`src/rtl/dma_trk_pkg.sv`:
```
package dma_trk_pkg;

    // Life cycle of one transaction table entry; FREE must encode as zero
    typedef enum logic [1:0] {
        SLOT_FREE  = 2'd0,
        SLOT_ISSUE = 2'd1,
        SLOT_ACK   = 2'd2,
        SLOT_DELAY = 2'd3
    } slot_st_e;

endpackage

```
`src/rtl/dma_lowest_pick.sv`:
```
module dma_lowest_pick #(
    parameter int N = 4,
    localparam int IW = (N > 1) ? $clog2(N) : 1
) (
    input  logic [N-1:0]  req,
    output logic          found,
    output logic [IW-1:0] idx
);

    always_comb begin
        found = 1'b0;
        idx   = '0;
        for (int i = N - 1; i >= 0; i--) begin
            if (req[i]) begin
                found = 1'b1;
                idx   = IW'(i);
            end
        end
    end

endmodule

```
`src/rtl/dma_pkt_split.sv`:
```
module dma_pkt_split #(
    parameter int LEN_W      = 16,
    parameter int LINE_BYTES = 64,
    localparam int OFF_W = $clog2(LINE_BYTES),
    localparam int SZ_W  = OFF_W + 1
) (
    input  logic [OFF_W-1:0] off,
    input  logic [LEN_W-1:0] rem,
    output logic [SZ_W-1:0]  size
);

    logic [SZ_W-1:0] room;

    // bytes left before the next line boundary
    assign room = SZ_W'(LINE_BYTES) - {1'b0, off};

    always_comb begin
        if (rem < LEN_W'(room)) size = rem[SZ_W-1:0];
        else                    size = room;
    end

endmodule

```
`src/rtl/dma_tag_fifo.sv`:
```
module dma_tag_fifo #(
    parameter int W     = 2,
    parameter int DEPTH = 4,
    localparam int PW = (DEPTH > 1) ? $clog2(DEPTH) : 1
) (
    input  logic         clk,
    input  logic         rst_n,
    input  logic         push,
    input  logic [W-1:0] push_tag,
    input  logic         pop,
    output logic [W-1:0] head_tag,
    output logic         empty
);

    logic [W-1:0] mem [DEPTH];
    logic [PW-1:0] rd_q, wr_q;
    logic [PW:0]   cnt_q;

    function automatic logic [PW-1:0] bump(input logic [PW-1:0] p);
        return (p == PW'(DEPTH - 1)) ? '0 : p + PW'(1);
    endfunction

    assign head_tag = mem[rd_q];
    assign empty    = (cnt_q == '0);

    always_ff @(posedge clk or negedge rst_n) begin
        if (!rst_n) begin
            rd_q  <= '0;
            wr_q  <= '0;
            cnt_q <= '0;
        end else begin
            if (push) wr_q <= bump(wr_q);
            if (pop)  rd_q <= bump(rd_q);
            cnt_q <= cnt_q + (PW+1)'(push) - (PW+1)'(pop);
        end
    end

    always_ff @(posedge clk) begin
        if (push) mem[wr_q] <= push_tag;
    end

endmodule

```
`src/rtl/dma_req_tracker.sv`:
```
module dma_req_tracker
    import dma_trk_pkg::*;
#(
    parameter int ADDR_W     = 32,
    parameter int LEN_W      = 16,
    parameter int DLY_W      = 8,
    parameter int LINE_BYTES = 64,
    parameter int SLOTS      = 4,
    parameter int OUT_W      = 8,
    localparam int TAG_W = $clog2(SLOTS),
    localparam int OFF_W = $clog2(LINE_BYTES),
    localparam int SZ_W  = OFF_W + 1
) (
    input  logic              clk,
    input  logic              rst_n,
    input  logic              cmd_valid,
    output logic              cmd_ready,
    input  logic              cmd_write,
    input  logic [ADDR_W-1:0] cmd_addr,
    input  logic [LEN_W-1:0]  cmd_len,
    input  logic [DLY_W-1:0]  cmd_delay,
    output logic              req_valid,
    input  logic              req_ready,
    input  logic              req_retry,
    output logic              req_write,
    output logic [ADDR_W-1:0] req_addr,
    output logic [SZ_W-1:0]   req_size,
    output logic [TAG_W-1:0]  req_tag,
    input  logic              rsp_valid,
    input  logic [TAG_W-1:0]  rsp_tag,
    input  logic [SZ_W-1:0]   rsp_size,
    output logic              done_valid,
    output logic [TAG_W-1:0]  done_tag,
    output logic              pending,
    output logic              drained
);

    typedef struct packed {
        slot_st_e          st;
        logic              wr;
        logic [ADDR_W-1:0] addr;   // next address to issue
        logic [LEN_W-1:0]  rem;    // bytes not yet issued
        logic [LEN_W-1:0]  total;
        logic [LEN_W-1:0]  acked;
        logic [DLY_W-1:0]  cnt;    // delay, counted down once acked
    } slot_t;

    typedef struct packed {
        slot_t [SLOTS-1:0] slot;
        logic              wait_retry;
        logic [OUT_W-1:0]  outst;
    } state_t;

    state_t st_d, st_q;

    logic [SLOTS-1:0] free_vec, fire_vec;
    logic             free_found, fire_found;
    logic [TAG_W-1:0] free_idx, fire_idx;
    logic [TAG_W-1:0] head_tag;
    logic             q_empty;
    logic [SZ_W-1:0]  pkt_size;
    logic             pkt_last, issue_fire, cmd_take;
    logic [LEN_W-1:0] ack_sum;

    for (genvar g = 0; g < SLOTS; g++) begin : g_vec
        assign free_vec[g] = (st_q.slot[g].st == SLOT_FREE);
        assign fire_vec[g] = (st_q.slot[g].st == SLOT_DELAY) && (st_q.slot[g].cnt == '0);
    end

    dma_lowest_pick #(.N(SLOTS)) u_free_pick (
        .req(free_vec), .found(free_found), .idx(free_idx)
    );

    dma_lowest_pick #(.N(SLOTS)) u_fire_pick (
        .req(fire_vec), .found(fire_found), .idx(fire_idx)
    );

    dma_tag_fifo #(.W(TAG_W), .DEPTH(SLOTS)) u_order (
        .clk(clk), .rst_n(rst_n),
        .push(cmd_take), .push_tag(free_idx),
        .pop(issue_fire && pkt_last),
        .head_tag(head_tag), .empty(q_empty)
    );

    dma_pkt_split #(.LEN_W(LEN_W), .LINE_BYTES(LINE_BYTES)) u_split (
        .off(st_q.slot[head_tag].addr[OFF_W-1:0]),
        .rem(st_q.slot[head_tag].rem),
        .size(pkt_size)
    );

    assign cmd_ready  = free_found;
    assign cmd_take   = cmd_valid && free_found;
    assign req_valid  = !q_empty && !st_q.wait_retry;
    assign req_write  = st_q.slot[head_tag].wr;
    assign req_addr   = st_q.slot[head_tag].addr;
    assign req_size   = pkt_size;
    assign req_tag    = head_tag;
    assign issue_fire = req_valid && req_ready;
    assign pkt_last   = (LEN_W'(pkt_size) == st_q.slot[head_tag].rem);
    assign ack_sum    = st_q.slot[rsp_tag].acked + LEN_W'(rsp_size);
    assign done_valid = fire_found;
    assign done_tag   = fire_idx;
    assign pending    = (st_q.outst != '0);
    assign drained    = (st_q.outst == '0) && (&free_vec);

    always_comb begin
        st_d = st_q;

        for (int i = 0; i < SLOTS; i++) begin
            if (st_q.slot[i].st == SLOT_DELAY && st_q.slot[i].cnt != '0)
                st_d.slot[i].cnt = st_q.slot[i].cnt - DLY_W'(1);
        end

        if (issue_fire) begin
            st_d.slot[head_tag].addr = st_q.slot[head_tag].addr + ADDR_W'(pkt_size);
            st_d.slot[head_tag].rem  = st_q.slot[head_tag].rem - LEN_W'(pkt_size);
            if (pkt_last) st_d.slot[head_tag].st = SLOT_ACK;
        end

        if (rsp_valid) begin
            st_d.slot[rsp_tag].acked = ack_sum;
            if (ack_sum == st_q.slot[rsp_tag].total)
                st_d.slot[rsp_tag].st = SLOT_DELAY;
        end

        if (fire_found) st_d.slot[fire_idx].st = SLOT_FREE;

        if (cmd_take) begin
            st_d.slot[free_idx].st    = SLOT_ISSUE;
            st_d.slot[free_idx].wr    = cmd_write;
            st_d.slot[free_idx].addr  = cmd_addr;
            st_d.slot[free_idx].rem   = cmd_len;
            st_d.slot[free_idx].total = cmd_len;
            st_d.slot[free_idx].acked = '0;
            st_d.slot[free_idx].cnt   = cmd_delay;
        end

        if (req_valid && !req_ready) st_d.wait_retry = 1'b1;
        else if (req_retry)          st_d.wait_retry = 1'b0;

        st_d.outst = st_q.outst + OUT_W'(issue_fire) - OUT_W'(rsp_valid);
    end

    always_ff @(posedge clk or negedge rst_n) begin
        if (!rst_n) st_q <= '0;
        else        st_q <= st_d;
    end

endmodule

```
`config.mk`:
```
export PLATFORM = sky130hd
export DESIGN_NAME = dma_req_tracker
export DESIGN_NICKNAME = d
export VERILOG_FILES = /design/src/rtl/dma_trk_pkg.sv /design/src/rtl/dma_lowest_pick.sv /design/src/rtl/dma_pkt_split.sv /design/src/rtl/dma_tag_fifo.sv /design/src/rtl/dma_req_tracker.sv
export SDC_FILE = /design/constraint.sdc
export NUM_CORES = 1
export LEC_CHECK = 0
export BUFFER_PORTS_ARGS = -buffer_cell sky130_fd_sc_hd__buf_2
export CORE_MARGIN = 1.5
export CORE_UTILIZATION = 62
export CTS_CLUSTER_SIZE = 8
export DETAILED_ROUTE_END_ITERATION = 10
export PLACE_DENSITY = 0.81
export SKIP_CTS_REPAIR_TIMING = 1
export SYNTH_ARGS = -nofsm -noshare
export SYNTH_HDL_FRONTEND = slang
export SYNTH_SLANG_ARGS = --single-unit
export TNS_END_PERCENT = 30
```
`constraint.sdc`:
```
create_clock -name clk -period 9.4 [get_ports clk]
set_input_delay 0.94 -clock clk [delete_from_list [all_inputs] [get_ports clk]]
set_output_delay 0.94 -clock clk [all_outputs]
set_load 0.02 [all_outputs]
```
==> metrics.cfg <==
[status]
status=finished, final reports clean

[timing]
min_period_ps=7885
maxSlewViolCount=0
setup_viol_count_final=0
slew_headroom=0.2334
finalClockSkew_ps=24.28
hold_viol=0
worst_slew_pin_slew_ps=1146
fin_crit_sh=0.8388
fmax_mhz=126.8
rsz0062_at_grt=false
setup_tns_ps=0

[logic_synthesis]
synth.area.top_cells=dfrtp_1 (43%), nand2_1 (7.8%), mux4_2 (4.8%), mux2i_1 (4.8%), o21ai_0 (4.4%)
synth.distinct_cells=79
synth_edf_count=8
ys.flop_type=dfrtp_1
synth-seq-area-share=0.4411
synth_top_area_frac=0.4303
postSynthAreaPerCell_um2=9.185
syn_area_um2=22100
synth_nets=2534
synth.most_common_cell=nand2_1
synthTopCellsByCount=nand2_1 (458), dfrtp_1 (380), nor2_1 (219), o21ai_0 (196), a21oi_1 (132)
synth_warnings=0
yosys.area.top_type=dfrtp_1
syn-instance-count=2406
async_flop_share=0.9794
ys_ff_latch=388

[route]
drt-initial-drc-count=2220
routed_wl_mm=67.08
drt-pass1-iter-count=6
drc=0
via_per_inst=6.672
vias=19560
wire_per_inst_um=22.89
postRouteAntennaNets=0

[setup_path]
ff2ff_setup_slack_ps=1520
required_ps=9890
crit_arrival_ps=8370
startpoint_type=register
crit_slowest_cell=inv_4
slowest_delay_ps=690
cp_max_fo=56
timing.rr.end=st_q[154]$_DFF_PN0_
r2r-start=u_order.rd_q[1]$_DFFE_PN0P_
cp-end-kind=register
rr_worst_depth=28
critPathBufInv=4
critical_path_class=register to register
path_delay_family=compound AO/OA/AOI/OAI gates

[clocking]
cts-root-buf=clkbuf_16
path_clk_slew_ps=50
cts_buffers=54
cts_tree=yes
cts_htree_levels=2
cts_sinks=388
insertion_delay_ps=590
cts_buffer_depth=3

[grt]
grt_antenna_before_repair=3
met3_usage=0.06925
grtUsageMet2=0.5940
grt_pass1_wl_mm=105.4
grt_pass1_vias=19550
grt_max_degree=126
top_usage_layer=met2
grtUsageMet1=0.4786
grt_usage=0.3696
grt-ovfl-total=0

[die]
die-area_um2=36790
start_util=0.6351
die_h_um=191.8
die_w_um=191.8
io-pin-count=121
core_um2=34800
num_rows=68

[layout]
multi_input_area_um2=11460
nFillCells=2663
final-seq-area_um2=9749
syn_to_final_growth_pct=10.10
drive_gt1_frac=0.1229
nets=2596

[place]
portBuffers=120
place.gp.congestion=0.9178
dpl.hpwl_mm=41.70

[power_and_ir_drop]
cellPowerDensity_nw_per_um2=388.7
irDropWorstVdd_mv=0.3450
power_leakage_nw=10.97
finalPower_mw=9.458

[hold_path]
hp-class=input pin to asynchronous set/reset pin

[run]
max_cap_viol_count=0

## report_power, final
part           switching, mW  internal, mW
Clock                  0.710          1.05
Sequential             0.469          2.47
Combinational           2.93          1.83
## layer usage
metal / share of wire / up-vias
met5: 0.00042 / -
met2: 0.47 / 1214
met3: 0.10 / 262
li1: - / 8549
met1: 0.38 / 9527
met4: 0.051 / 4
## sequential cells by signal, summed over array words and instances (netlist names)
| register | flops |
|---|---|
| st_q | 373 |
| u_order.mem | 8 |
| u_order.cnt_q | 3 |
| u_order.rd_q | 2 |
| u_order.wr_q | 2 |
## placed cells by master, fill, tap and decap left out, types with 45 or more instances in the layout
cell type | netlist | final
a211oi_1 | 45 | 45
nand2_1 | 458 | 457
nand3_1 | 55 | 51
inv_1 | 68 | 68
nor2_1 | 219 | 216
xnor2_1 | 56 | 56
o21ai_0 | 196 | 196
and3_1 | 50 | 48
a31oi_1 | 53 | 53
ha_1 | 51 | 51
mux2i_1 | 105 | 105
buf_2 | 12 | 119
clkbuf_16 | 0 | 55
a21oi_1 | 132 | 132
dfrtp_1 | 380 | 380
mux4_2 | 47 | 46
## cells by family after synthesis
kind of cell,synth area share
multiplexers,0.1131
flip-flops,0.4411
buffers and inverters,0.04325
XOR/XNOR,0.03974
AO/OA/AOI/OAI,0.1389
adder cells (fa/ha/maj),0.03340
AND/OR/NAND/NOR,0.1905
## worst max path at each step
stage / slack (ps) / startpoint / to / cells after the start
after floorplan: 2370 / u_order.rd_q[1]$_DFFE_PN0P_ / st_q[63]$_DFF_PN0_ / 33
after global placement: 1850 / u_order.rd_q[1]$_DFFE_PN0P_ / st_q[245]$_DFF_PN0_ / 28
after detailed placement: 1650 / u_order.rd_q[1]$_DFFE_PN0P_ / st_q[245]$_DFF_PN0_ / 28
after CTS: 1610 / u_order.rd_q[1]$_DFFE_PN0P_ / st_q[154]$_DFF_PN0_ / 28
after global routing: 980 / u_order.rd_q[1]$_DFFE_PN0P_ / st_q[154]$_DFF_PN0_ / 28
final: 1520 / u_order.rd_q[1]$_DFFE_PN0P_ / st_q[154]$_DFF_PN0_ / 28
## area by class of cell
type | count | share of cell area
antenna | 3 | 0.0003085
clock buffer | 58 | 0.05703
inverter | 70 | 0.01090
timing repair buffer | 150 | 0.03435
sequential | 388 | 0.4007
tap | 455 | 0.02340
multi-input combinational | 1804 | 0.4709
clock inverter | 3 | 0.002417
## through the flow
step / setup WS (ps) / hold slack (ps) / area, um^2 / cells / util
2_1_floorplan: 2367 / 437.4 / 22100 / 2406 / -
3_3_place_gp: 1855 / 452.0 / 22880 / 2867 / 0.6575
3_5_place_dp: 1650 / 459.1 / 22880 / 2867 / 0.6575
4_1_cts: 1613 / 467.1 / 24320 / 2928 / 0.6990
5_1_grt: 979.5 / 489.2 / 24320 / 2928 / 0.6990
6_report: 1515 / 442.8 / 24330 / 2931 / 0.6992
Note: power is estimated with default switching activity, not from simulation.
